**config.mk**
```make
export PLATFORM = sky130hd
export DESIGN_NAME = pt_walker
export DESIGN_NICKNAME = d
export VERILOG_FILES = /design/src/rtl/pt_walker_pkg.sv /design/src/rtl/ptw_entry_check.sv /design/src/rtl/ptw_fault_reg.sv /design/src/rtl/ptw_ctrl.sv /design/src/rtl/pt_walker.sv
export SDC_FILE = /design/constraint.sdc
export NUM_CORES = 1
export LEC_CHECK = 0
export ABC_AREA = 1
export CAP_MARGIN = 40
export CORE_MARGIN = 8
export CORE_UTILIZATION = 40
export DETAILED_ROUTE_END_ITERATION = 8
export GPL_ROUTABILITY_DRIVEN = 0
export GPL_TIMING_DRIVEN = 1
export PLACE_DENSITY = 0.72
export REMOVE_ABC_BUFFERS = 1
export SLEW_MARGIN = 5
export SYNTH_ARGS = -nofsm -noshare
export SYNTH_HDL_FRONTEND = slang
export SYNTH_SLANG_ARGS = --single-unit
```
**constraint.sdc**
```tcl
create_clock -name clk -period 3.9 [get_ports clk]
set_input_delay 0.585 -clock clk [delete_from_list [all_inputs] [get_ports clk]]
set_output_delay 0.585 -clock clk [all_outputs]
set_load 0.02 [all_outputs]
```
**src/rtl/pt_walker_pkg.sv**
```systemverilog
// Package: shared widths, entry bit positions, fault-code bits and walker states.
// Assumes 4 KB pages, 32-bit entries and two index fields of equal width.
package pt_walker_pkg;
    parameter int ADDR_W  = 32;
    parameter int OFF_W   = 12;
    parameter int IDX_W   = 10;
    parameter int FC_W    = 3;
    localparam int FRAME_W = ADDR_W - OFF_W;
    localparam int ENT_SH  = OFF_W - IDX_W;
    localparam int DIR_HI  = ADDR_W - 1;
    localparam int DIR_LO  = OFF_W + IDX_W;
    localparam int TBL_HI  = DIR_LO - 1;
    localparam int TBL_LO  = OFF_W;

    // entry bit positions
    localparam int BIT_P  = 0;
    localparam int BIT_RW = 1;
    localparam int BIT_US = 2;
    localparam int BIT_A  = 5;
    localparam int BIT_D  = 6;

    // fault code bit positions
    localparam int FC_PROT = 0;
    localparam int FC_WR   = 1;
    localparam int FC_USER = 2;

    typedef enum logic [2:0] {
        ST_IDLE,
        ST_DIR_RD,
        ST_DIR_WR,
        ST_TBL_RD,
        ST_TBL_WR,
        ST_RESP
    } walk_state_t;
endpackage

```
**src/rtl/ptw_entry_check.sv**
```systemverilog
// Entry evaluator: judges one page-structure entry for a request.
// It reports presence and permission, and builds the entry value after the usage-bit update.
// IS_LEAF selects the second-level variant, which also marks the entry dirty on a write.
// Assumes the entry is valid only while the controller is in the matching read state.
module ptw_entry_check
    import pt_walker_pkg::*;
#(
    parameter bit IS_LEAF = 1'b0
) (
    input  logic [ADDR_W-1:0] entry,
    input  logic              is_write,
    input  logic              is_user,
    output logic              present,
    output logic              allow,
    output logic [ADDR_W-1:0] new_entry,
    output logic              changed
);
    logic set_dirty;

    // choose whether this level may mark the entry dirty
    generate
        if (IS_LEAF) begin : g_leaf
            assign set_dirty = is_write;
        end else begin : g_dir
            assign set_dirty = 1'b0;
        end
    endgenerate

    // presence, permission and updated value
    always_comb begin
        present   = entry[BIT_P];
        allow     = !is_user || (entry[BIT_US] && (!is_write || entry[BIT_RW]));
        new_entry = entry;
        new_entry[BIT_A] = 1'b1;
        if (set_dirty) begin
            new_entry[BIT_D] = 1'b1;
        end
        changed   = (new_entry != entry);
    end
endmodule

```
**src/rtl/ptw_fault_reg.sv**
```systemverilog
// Fault address register: captures the linear address of a faulting walk.
// Assumes fault_set pulses at the edge that moves the walker into its response state.
module ptw_fault_reg
    import pt_walker_pkg::*;
(
    input  logic              clk,
    input  logic              rst_n,
    input  logic              fault_set,
    input  logic [ADDR_W-1:0] fault_lin,
    output logic [ADDR_W-1:0] fault_addr
);
    logic [ADDR_W-1:0] addr_q;

    // hold the most recent faulting linear address
    always_ff @(posedge clk) begin
        if (!rst_n) begin
            addr_q <= '0;
        end else if (fault_set) begin
            addr_q <= fault_lin;
        end
    end

    assign fault_addr = addr_q;
endmodule

```
**src/rtl/ptw_ctrl.sv**
```systemverilog
// Walk controller: accepts one request, sequences the directory and table accesses and
// any write-backs, then presents a single-cycle response.
// Assumes the memory holds mem_rdata valid in the cycle mem_ack is high and accepts
// one access per acknowledge.
module ptw_ctrl
    import pt_walker_pkg::*;
(
    input  logic               clk,
    input  logic               rst_n,
    input  logic               paging_en,
    input  logic [FRAME_W-1:0] dir_frame,
    input  logic               req_valid,
    output logic               req_ready,
    input  logic [ADDR_W-1:0]  req_lin,
    input  logic               req_write,
    input  logic               req_user,
    output logic               done,
    output logic               done_fault,
    output logic [FC_W-1:0]    done_fcode,
    output logic [ADDR_W-1:0]  done_paddr,
    output logic               mem_req,
    output logic               mem_we,
    output logic [ADDR_W-1:0]  mem_addr,
    output logic [ADDR_W-1:0]  mem_wdata,
    input  logic               mem_ack,
    input  logic [ADDR_W-1:0]  mem_rdata,
    input  logic               dir_present,
    input  logic               dir_allow,
    input  logic               dir_changed,
    input  logic [ADDR_W-1:0]  dir_new,
    input  logic               tbl_present,
    input  logic               tbl_allow,
    input  logic               tbl_changed,
    input  logic [ADDR_W-1:0]  tbl_new,
    output logic               cur_write,
    output logic               cur_user,
    output logic [ADDR_W-1:0]  cur_lin,
    output logic               fault_set
);
    walk_state_t        state_q;
    logic [ADDR_W-1:0]  lin_q;
    logic               wr_q;
    logic               user_q;
    logic [FRAME_W-1:0] tbl_frame_q;
    logic [ADDR_W-1:0]  wb_q;
    logic [ADDR_W-1:0]  paddr_q;
    logic               fault_q;
    logic [FC_W-1:0]    fcode_q;
    logic               dir_fault;
    logic               tbl_fault;
    logic [ADDR_W-1:0]  dir_addr;
    logic [ADDR_W-1:0]  tbl_addr;

    // entry addresses for the two levels
    always_comb begin
        dir_addr = {dir_frame,   lin_q[DIR_HI:DIR_LO], {ENT_SH{1'b0}}};
        tbl_addr = {tbl_frame_q, lin_q[TBL_HI:TBL_LO], {ENT_SH{1'b0}}};
    end

    // fault decisions at each read acknowledge
    always_comb begin
        dir_fault = mem_ack && (state_q == ST_DIR_RD) && (!dir_present || !dir_allow);
        tbl_fault = mem_ack && (state_q == ST_TBL_RD) && (!tbl_present || !tbl_allow);
        fault_set = dir_fault || tbl_fault;
    end

    // walk sequencing and captured request and response state
    always_ff @(posedge clk) begin
        if (!rst_n) begin
            state_q     <= ST_IDLE;
            lin_q       <= '0;
            wr_q        <= 1'b0;
            user_q      <= 1'b0;
            tbl_frame_q <= '0;
            wb_q        <= '0;
            paddr_q     <= '0;
            fault_q     <= 1'b0;
            fcode_q     <= '0;
        end else begin
            unique case (state_q)
                ST_IDLE: begin
                    if (req_valid) begin
                        lin_q   <= req_lin;
                        wr_q    <= req_write;
                        user_q  <= req_user;
                        fault_q <= 1'b0;
                        fcode_q <= '0;
                        paddr_q <= req_lin;
                        state_q <= paging_en ? ST_DIR_RD : ST_RESP;
                    end
                end
                ST_DIR_RD: begin
                    if (mem_ack) begin
                        tbl_frame_q <= mem_rdata[ADDR_W-1:OFF_W];
                        wb_q        <= dir_new;
                        if (dir_fault) begin
                            fault_q <= 1'b1;
                            fcode_q[FC_PROT] <= dir_present;
                            fcode_q[FC_WR]   <= wr_q;
                            fcode_q[FC_USER] <= user_q;
                            paddr_q <= '0;
                            state_q <= ST_RESP;
                        end else if (dir_changed) begin
                            state_q <= ST_DIR_WR;
                        end else begin
                            state_q <= ST_TBL_RD;
                        end
                    end
                end
                ST_DIR_WR: begin
                    if (mem_ack) begin
                        state_q <= ST_TBL_RD;
                    end
                end
                ST_TBL_RD: begin
                    if (mem_ack) begin
                        wb_q <= tbl_new;
                        if (tbl_fault) begin
                            fault_q <= 1'b1;
                            fcode_q[FC_PROT] <= tbl_present;
                            fcode_q[FC_WR]   <= wr_q;
                            fcode_q[FC_USER] <= user_q;
                            paddr_q <= '0;
                            state_q <= ST_RESP;
                        end else begin
                            paddr_q <= {mem_rdata[ADDR_W-1:OFF_W], lin_q[OFF_W-1:0]};
                            state_q <= tbl_changed ? ST_TBL_WR : ST_RESP;
                        end
                    end
                end
                ST_TBL_WR: begin
                    if (mem_ack) begin
                        state_q <= ST_RESP;
                    end
                end
                default: begin
                    state_q <= ST_IDLE;
                end
            endcase
        end
    end

    // memory port drive from the current state
    always_comb begin
        mem_req   = (state_q == ST_DIR_RD) || (state_q == ST_DIR_WR) ||
                    (state_q == ST_TBL_RD) || (state_q == ST_TBL_WR);
        mem_we    = (state_q == ST_DIR_WR) || (state_q == ST_TBL_WR);
        mem_addr  = ((state_q == ST_DIR_RD) || (state_q == ST_DIR_WR)) ? dir_addr : tbl_addr;
        mem_wdata = wb_q;
    end

    // response and request-side outputs
    always_comb begin
        req_ready  = (state_q == ST_IDLE);
        done       = (state_q == ST_RESP);
        done_fault = fault_q;
        done_fcode = fcode_q;
        done_paddr = paddr_q;
        cur_write  = wr_q;
        cur_user   = user_q;
        cur_lin    = lin_q;
    end

    AST_READY_QUIET: assert property (@(posedge clk) disable iff (!rst_n)
        req_ready |-> (!mem_req && !done));
    AST_DONE_PULSE: assert property (@(posedge clk) disable iff (!rst_n)
        done |=> !done);
    AST_PASS_THROUGH: assert property (@(posedge clk) disable iff (!rst_n)
        (req_valid && req_ready && !paging_en) |=> (done && !done_fault && done_paddr == $past(req_lin)));
    AST_MEM_HOLD: assert property (@(posedge clk) disable iff (!rst_n)
        (mem_req && !mem_ack) |=> (mem_req && $stable(mem_we) && $stable(mem_addr) && $stable(mem_wdata)));
    AST_WB_ACCESSED: assert property (@(posedge clk) disable iff (!rst_n)
        (mem_req && mem_we) |-> mem_wdata[BIT_A]);
endmodule

```
**src/rtl/pt_walker.sv**
```systemverilog
// Two-level page table walker top: joins the walk controller, one entry evaluator per
// level and the fault address register.
// Assumes a single requester and a single memory responder.
module pt_walker
    import pt_walker_pkg::*;
(
    input  logic               clk,
    input  logic               rst_n,
    input  logic               paging_en,
    input  logic [FRAME_W-1:0] dir_frame,
    input  logic               req_valid,
    output logic               req_ready,
    input  logic [ADDR_W-1:0]  req_lin,
    input  logic               req_write,
    input  logic               req_user,
    output logic               done,
    output logic               done_fault,
    output logic [FC_W-1:0]    done_fcode,
    output logic [ADDR_W-1:0]  done_paddr,
    output logic [ADDR_W-1:0]  fault_addr,
    output logic               mem_req,
    output logic               mem_we,
    output logic [ADDR_W-1:0]  mem_addr,
    output logic [ADDR_W-1:0]  mem_wdata,
    input  logic               mem_ack,
    input  logic [ADDR_W-1:0]  mem_rdata
);
    logic              dir_present, dir_allow, dir_changed;
    logic              tbl_present, tbl_allow, tbl_changed;
    logic [ADDR_W-1:0] dir_new, tbl_new;
    logic              cur_write, cur_user, fault_set;
    logic [ADDR_W-1:0] cur_lin;

    ptw_entry_check #(.IS_LEAF(1'b0)) u_dir_chk (
        .entry     (mem_rdata),
        .is_write  (cur_write),
        .is_user   (cur_user),
        .present   (dir_present),
        .allow     (dir_allow),
        .new_entry (dir_new),
        .changed   (dir_changed)
    );

    ptw_entry_check #(.IS_LEAF(1'b1)) u_tbl_chk (
        .entry     (mem_rdata),
        .is_write  (cur_write),
        .is_user   (cur_user),
        .present   (tbl_present),
        .allow     (tbl_allow),
        .new_entry (tbl_new),
        .changed   (tbl_changed)
    );

    ptw_ctrl u_ctrl (
        .clk         (clk),
        .rst_n       (rst_n),
        .paging_en   (paging_en),
        .dir_frame   (dir_frame),
        .req_valid   (req_valid),
        .req_ready   (req_ready),
        .req_lin     (req_lin),
        .req_write   (req_write),
        .req_user    (req_user),
        .done        (done),
        .done_fault  (done_fault),
        .done_fcode  (done_fcode),
        .done_paddr  (done_paddr),
        .mem_req     (mem_req),
        .mem_we      (mem_we),
        .mem_addr    (mem_addr),
        .mem_wdata   (mem_wdata),
        .mem_ack     (mem_ack),
        .mem_rdata   (mem_rdata),
        .dir_present (dir_present),
        .dir_allow   (dir_allow),
        .dir_changed (dir_changed),
        .dir_new     (dir_new),
        .tbl_present (tbl_present),
        .tbl_allow   (tbl_allow),
        .tbl_changed (tbl_changed),
        .tbl_new     (tbl_new),
        .cur_write   (cur_write),
        .cur_user    (cur_user),
        .cur_lin     (cur_lin),
        .fault_set   (fault_set)
    );

    ptw_fault_reg u_fault (
        .clk        (clk),
        .rst_n      (rst_n),
        .fault_set  (fault_set),
        .fault_lin  (cur_lin),
        .fault_addr (fault_addr)
    );

    AST_FAULT_ADDR_MATCH: assert property (@(posedge clk) disable iff (!rst_n)
        (done && done_fault) |-> (fault_addr == cur_lin));
endmodule

```
==> flow_metrics.py, run 1 <==
metrics = {
    "run_status": {
        "status": "finished clean",
    },
    "sta": {
        "worst_pin_slew_ps": 805.9,
        "slew_viol_final": 0,
        "rsz0062_at_grt": "no",
        "hold_violations": 0,
        "setup_tns_ps": 0,
        "maxSlewHeadroom_pct": 46.14,
        "skew_ps": 8.378,
        "period_minus_slack_ps": 3147,
        "fin_crit_sh_pct": 80.69,
        "setup_slack_ps": 753.1,
        "max_freq_ghz": 0.3178,
        "setup_viol": 0,
    },
    "detailed_routing": {
        "drt_iter0_drc": 341,
        "drc": 0,
        "drt_wl_total_um": 21570,
        "vias": 6401,
        "drt_first_pass_iters": 5,
        "via_per_inst": 4.777,
        "postRouteAntennaNets": 0,
        "routedWlPerCell_um": 16.10,
    },
    "floorplanning": {
        "fp-row-count": 47,
        "design.core.area_sq_um": 16350,
        "io_pins": 227,
        "initial_core_util_pct": 40.26,
        "die_w_um": 144.3,
        "die_h_um": 144.3,
        "fp.dieArea_sq_um": 20820,
    },
    "layout": {
        "drive_gt1_share_pct": 6.696,
        "antenna_cells": 0,
        "fin_nets": 1198,
        "area_growth_syn_to_layout_pct": 43.98,
    },
    "synth": {
        "ys_dominant_reg_cell": "dfxtp_1",
        "synth_warnings": 0,
        "yosys.area.top_type_share_pct": 47.75,
        "synth-edff-count": 0,
        "synth_most_common_cell": "nand2_1",
        "syn_avg_cell_area_sq_um": 7.202,
        "synth-async-reset-ratio_pct": 0,
        "netlist_instances": 914,
        "yosysUniqueCellTypes": 24,
        "ys_top_cells_by_area": "dfxtp_1 48%, o21ai_0 9.9%, nand2_1 9.9%, nor2_1 9.4%, a21oi_1 5.9%",
        "synth_area_sq_um": 6583,
        "ys_top_cells_by_count": "173 x nand2_1, 164 x nor2_1, 157 x dfxtp_1, 130 x o21ai_0, 77 x a21oi_1",
        "synth_seq_cells": 157,
        "yosys.area.top_type": "dfxtp_1",
        "ys_seq_area_share_pct": 47.75,
    },
    "critical_path": {
        "crit_path_end_kind": "primary output",
        "crit_family": "buffers and inverters",
        "path_class": "flip-flop to primary output",
        "cp.arrival_ps": 2560,
        "cpPeakStageDelay_ps": 550,
        "slowest_stage": "clkdlybuf4s50_1",
        "critical_path_buf_inv_count": 2,
        "cp.required_ps": 3310,
        "worstPathMaxFanout": 27,
        "startpoint_type": "flip-flop",
        "crit_chain": "nand3_2 > nand2_2 > buf_12 > mux2_2 > clkdlybuf4s50_1",
    },
    "clocking": {
        "clk_path_buf_depth": 2,
        "tritoncts": "built",
        "ctsHoldBuffers": 0,
        "cts_root_buffer": "clkbuf_16",
        "cts_sinks": 157,
        "clk_latency_ps": 420,
        "post_cts_buffers": 0,
        "clkTransAtPathRegs_ps": 60,
        "cts.htree.levels": 4,
        "cts_resized": 0,
        "cts_made_buffers": 17,
    },
    "global_route": {
        "antenna_found_initial": 0,
        "gr-total-overflow": 0,
        "grt_pass1_vias": 6172,
        "grtUsageTotal_pct": 20.66,
        "grt_max_degree": 70,
        "grt_pass1_wl_um": 33500,
    },
    "place": {
        "dp_hpwl_um": 14590,
        "numPortBuffers": 224,
        "preCtsSetupSlack_ps": 1110,
    },
    "pwr": {
        "p_leak_nw": 4.053,
        "irDropWorstVdd_v": 0.0005581,
        "power.density_nw_per_um2": 842.9,
        "finalPower_mw": 7.988,
    },
    "hold_path": {
        "hold_path_class": "flip-flop to flip-flop",
    },
    "run": {
        "cap_violations": 0,
    },
}
## cell usage in the layout (no fill, tap or decap), types with 2 or more instances in the layout
cell type	Yosys	final
clkinv_2	0	3
conb_1	1	2
buf_4	4	8
buf_12	0	3
clkinv_1	2	2
clkbuf_16	0	17
inv_2	4	4
mux2_2	20	20
nor2_4	2	3
clkinvlp_4	0	5
nand3_1	39	39
clkinv_4	0	3
inv_1	76	76
nand2_1	173	171
a21oi_1	77	77
dfxtp_1	157	157
o21ai_0	130	130
nor2_1	164	164
clkdlybuf4s50_1	0	223
nand2_2	0	2
## final timing paths
path | from | end | slack [ps] | cells after the start
min | u_ctrl.done_fcode[0] | u_ctrl.done_fcode[0] | 470 | 2
min reg2reg | u_ctrl.done_fcode[0] | u_ctrl.done_fcode[0] | 470 | 2
max | u_ctrl.state_q[0] | mem_addr[17] | 750 | 5
max reg2reg | u_ctrl.state_q[1] | u_ctrl.done_paddr[15] | 1600 | 7
## report_power, final
| group | switching (mW) | leakage (nW) | internal, mW |
|---|---|---|---|
| combinational | 2.44 | 2.50 | 1.64 |
| clock | 0.671 | 0.261 | 0.895 |
| sequential | 0.238 | 1.29 | 2.10 |
## through the flow
step                hold slack, ps  instances  utilization [%]  cell area (sq um)
floorplan                    443.5        853                -               6265
global placement             447.4       1306            54.33               8882
detailed placement           457.8       1308            54.55               8917
CTS                          467.0       1340            57.97               9478
global route                 479.0       1340            57.97               9478
finish                       465.8       1340            57.97               9478
## state kept, by name (all words and copies together), names as in the netlist
signal,count
u_ctrl.cur_lin,32
u_ctrl.done_paddr,32
u_ctrl.mem_wdata,32
u_fault.fault_addr,32
u_ctrl.tbl_frame_q,20
u_ctrl.done_fcode,3
u_ctrl.state_q,3
u_ctrl.cur_user,1
u_ctrl.cur_write,1
u_ctrl.done_fault,1
## logic make-up (layout without fill, tap and decap cells)
family | count (synthesis) | count (layout) | share of synthesized area, %
AO/OA/AOI/OAI | 208 | 208 | 15.87
AND/OR/NAND/NOR | 384 | 384 | 23.34
flip-flops | 157 | 157 | 47.75
buffers and inverters | 144 | 349 | 9.561
other | 1 | 2 | 0.05697
multiplexers | 20 | 20 | 3.421
## worst reg2reg max path, delay by kind of cell, from the launching register on
family	cells	cell delay (ps)
buffers and inverters	1	190
flip-flops	1	460
AND/OR/NAND/NOR	6	1520
## cell type report
type | count | area (sq um)
fillers | 1550 | 6870
multi-input cells | 614 | 2824
clock inverters | 13 | 117.6
well taps | 220 | 275.3
repair buffers | 235 | 2367
flip-flops and latches | 157 | 3143
clock buffers | 19 | 442.9
inverters | 82 | 307.8
## metal layers
metal | vias up | track usage (%) | part of all wire (%)
met5 | - | 0 | 0
met4 | 0 | 6.791 | 1.6
met3 | 21 | 5.315 | 7.0
met2 | 176 | 34.33 | 48
met1 | 2909 | 25.55 | 44
li1 | 3295 | - | -
Power figures use the tool's default switching activity.
==> run 2: changes to the inputs <==
==> constraint.sdc (replaced) <==
create_clock -name clk -period 3.1 [get_ports clk]
set_input_delay 0.465 -clock clk [delete_from_list [all_inputs] [get_ports clk]]
set_output_delay 0.465 -clock clk [all_outputs]
set_load 0.02 [all_outputs]
==> flow_metrics.py, run 2 (synthesized netlist as in run 1, its figures left out) <==
metrics = {
    "floorplanning": {
        "design.core.area_sq_um": 16350,
        "fp-row-count": 47,
        "die_h_um": 144.3,
        "fp.dieArea_sq_um": 20820,
        "die_w_um": 144.3,
        "io_pins": 227,
        "initial_core_util_pct": 40.26,
    },
    "sta": {
        "hold_violations": 0,
        "setup_viol": 0,
        "skew_ps": 5.843,
        "maxSlewHeadroom_pct": 55.70,
        "period_minus_slack_ps": 2924,
        "setup_tns_ps": 0,
        "worst_pin_slew_ps": 663.6,
        "rsz0062_at_grt": "no",
        "fin_crit_sh_pct": 94.32,
        "max_freq_ghz": 0.3420,
        "slew_viol_final": 0,
    },
    "pwr": {
        "irDropWorstVdd_v": 0.0006980,
        "power.density_nw_per_um2": 1065,
        "p_leak_nw": 4.070,
        "finalPower_mw": 10.14,
    },
    "critical_path": {
        "slowest_stage": "clkdlybuf4s50_1",
        "crit_path_end_kind": "primary output",
        "cp.required_ps": 2630,
        "ff2ff_path_depth": 8,
        "cpPeakStageDelay_ps": 540,
        "cp.arrival_ps": 2460,
        "r2r-end": "u_fault.fault_addr[5]",
        "rrSetupSlack_ps": 950,
        "crit_family": "buffers and inverters",
        "rr_startpoint": "u_ctrl.state_q[0]",
        "startpoint_type": "flip-flop",
        "crit_chain": "nand3_2 > nand2_4 > buf_12 > mux2_2 > clkdlybuf4s50_1",
        "critical_path_buf_inv_count": 2,
        "path_class": "flip-flop to primary output",
        "worstPathMaxFanout": 27,
    },
    "detailed_routing": {
        "drt_iter0_drc": 305,
        "postRouteAntennaNets": 0,
        "vias": 6439,
        "drc": 0,
        "drt_wl_total_um": 21440,
        "routedWlPerCell_um": 15.95,
        "via_per_inst": 4.791,
        "drt_first_pass_iters": 4,
    },
    "global_route": {
        "grt_max_degree": 62,
        "antenna_found_initial": 0,
        "gr-total-overflow": 0,
        "grtUsageTotal_pct": 20.46,
        "grt_pass1_wl_um": 33120,
        "grt_pass1_vias": 6198,
    },
    "place": {
        "numPortBuffers": 224,
        "dp_hpwl_um": 14740,
    },
    "run": {
        "cap_violations": 0,
    },
    "layout": {
        "mostFrequentLayoutCells": "223 x clkdlybuf4s50_1, 171 x nand2_1, 164 x nor2_1",
        "layout_commonest_cell": "clkdlybuf4s50_1",
        "area_growth_syn_to_layout_pct": 44.61,
        "antenna_cells": 0,
        "fin_nets": 1202,
        "n_fill_cell": 1552,
        "drive_gt1_share_pct": 7.028,
    },
    "hold_path": {
        "hp-start": "u_ctrl.done_fcode[1]",
        "hold_depth": 2,
        "min_to": "u_ctrl.done_fcode[1]",
        "hold_path_class": "flip-flop to flip-flop",
    },
    "run_status": {
        "status": "finished clean",
    },
    "clocking": {
        "tritoncts": "built",
        "clk_path_buf_depth": 2,
        "ctsHoldBuffers": 0,
        "cts_sinks": 157,
        "cts.htree.levels": 4,
        "clkTransAtPathRegs_ps": 60,
        "cts_root_buffer": "clkbuf_16",
        "post_cts_buffers": 0,
        "clk_latency_ps": 420,
        "cts_made_buffers": 17,
    },
}
## run 2: how the worst max path moves through the flow
stage                            from           endpoint  slack (ps)  cells past startpoint
finish              u_ctrl.state_q[0]       mem_addr[17]         180                      5
global route        u_ctrl.state_q[0]       mem_addr[17]          40                      5
CTS                 u_ctrl.state_q[0]       mem_addr[17]          70                      5
detailed placement  u_ctrl.state_q[0]       mem_addr[17]         530                      5
global placement    u_ctrl.state_q[1]        mem_addr[5]         600                      6
floorplan                mem_rdata[1]  u_ctrl.state_q[0]         250                      9
## run 2: per-stage QoR
step / std cells / area (sq um) / hold slack, ps / setup slack (ps) / utilization (%)
after floorplan: 853 / 6265 / 443.5 / 247.5 / -
after global placement: 1311 / 8920 / 448.7 / 595.9 / 54.56
after detailed placement: 1312 / 8935 / 456.9 / 528.3 / 54.65
after CTS: 1344 / 9514 / 458.0 / 72.26 / 58.20
after global routing: 1344 / 9519 / 479.2 / 37.16 / 58.23
final: 1344 / 9519 / 463.8 / 176.2 / 58.23
## run 2: area by class of cell
| class | instances | area (sq um) | area share [%] |
|---|---|---|---|
| Clock buffer | 21 | 470.5 | 4.942 |
| Multi-Input combinational cell | 614 | 2829 | 29.72 |
| Tap cell | 220 | 275.3 | 2.892 |
| Inverter | 82 | 307.8 | 3.233 |
| Clock inverter | 11 | 108.9 | 1.144 |
| Timing Repair Buffer | 239 | 2385 | 25.05 |
| Sequential cell | 157 | 3143 | 33.02 |
## run 2: metal layers
| metal | GRT usage [%] | up-vias | wire length [um] |
|---|---|---|---|
| li1 | - | 3297 | - |
| met3 | 5.480 | 30 | 1333 |
| met4 | 7.996 | 0 | 477 |
| met1 | 24.45 | 2917 | 9311 |
| met5 | 0 | - | 0 |
| met2 | 34.28 | 195 | 10320 |
## run 2: tightest hold or removal path: stages, from the launching register on
cell and delay (ps):
dfxtp_1 310, nand2_1 60, a21oi_1 50
## run 2: timing repair
action / in CTS / in global routing
hold endpoints to repair: 0 / 0
gates resized for setup: 0 / 1
endpoints found under the setup margin: 0 / 15
## run 2: where the power goes
| group | internal [mW] | switching (mW) |
|---|---|---|
| clock network | 1.18 | 0.863 |
| logic | 2.09 | 3.07 |
| registers | 2.64 | 0.300 |
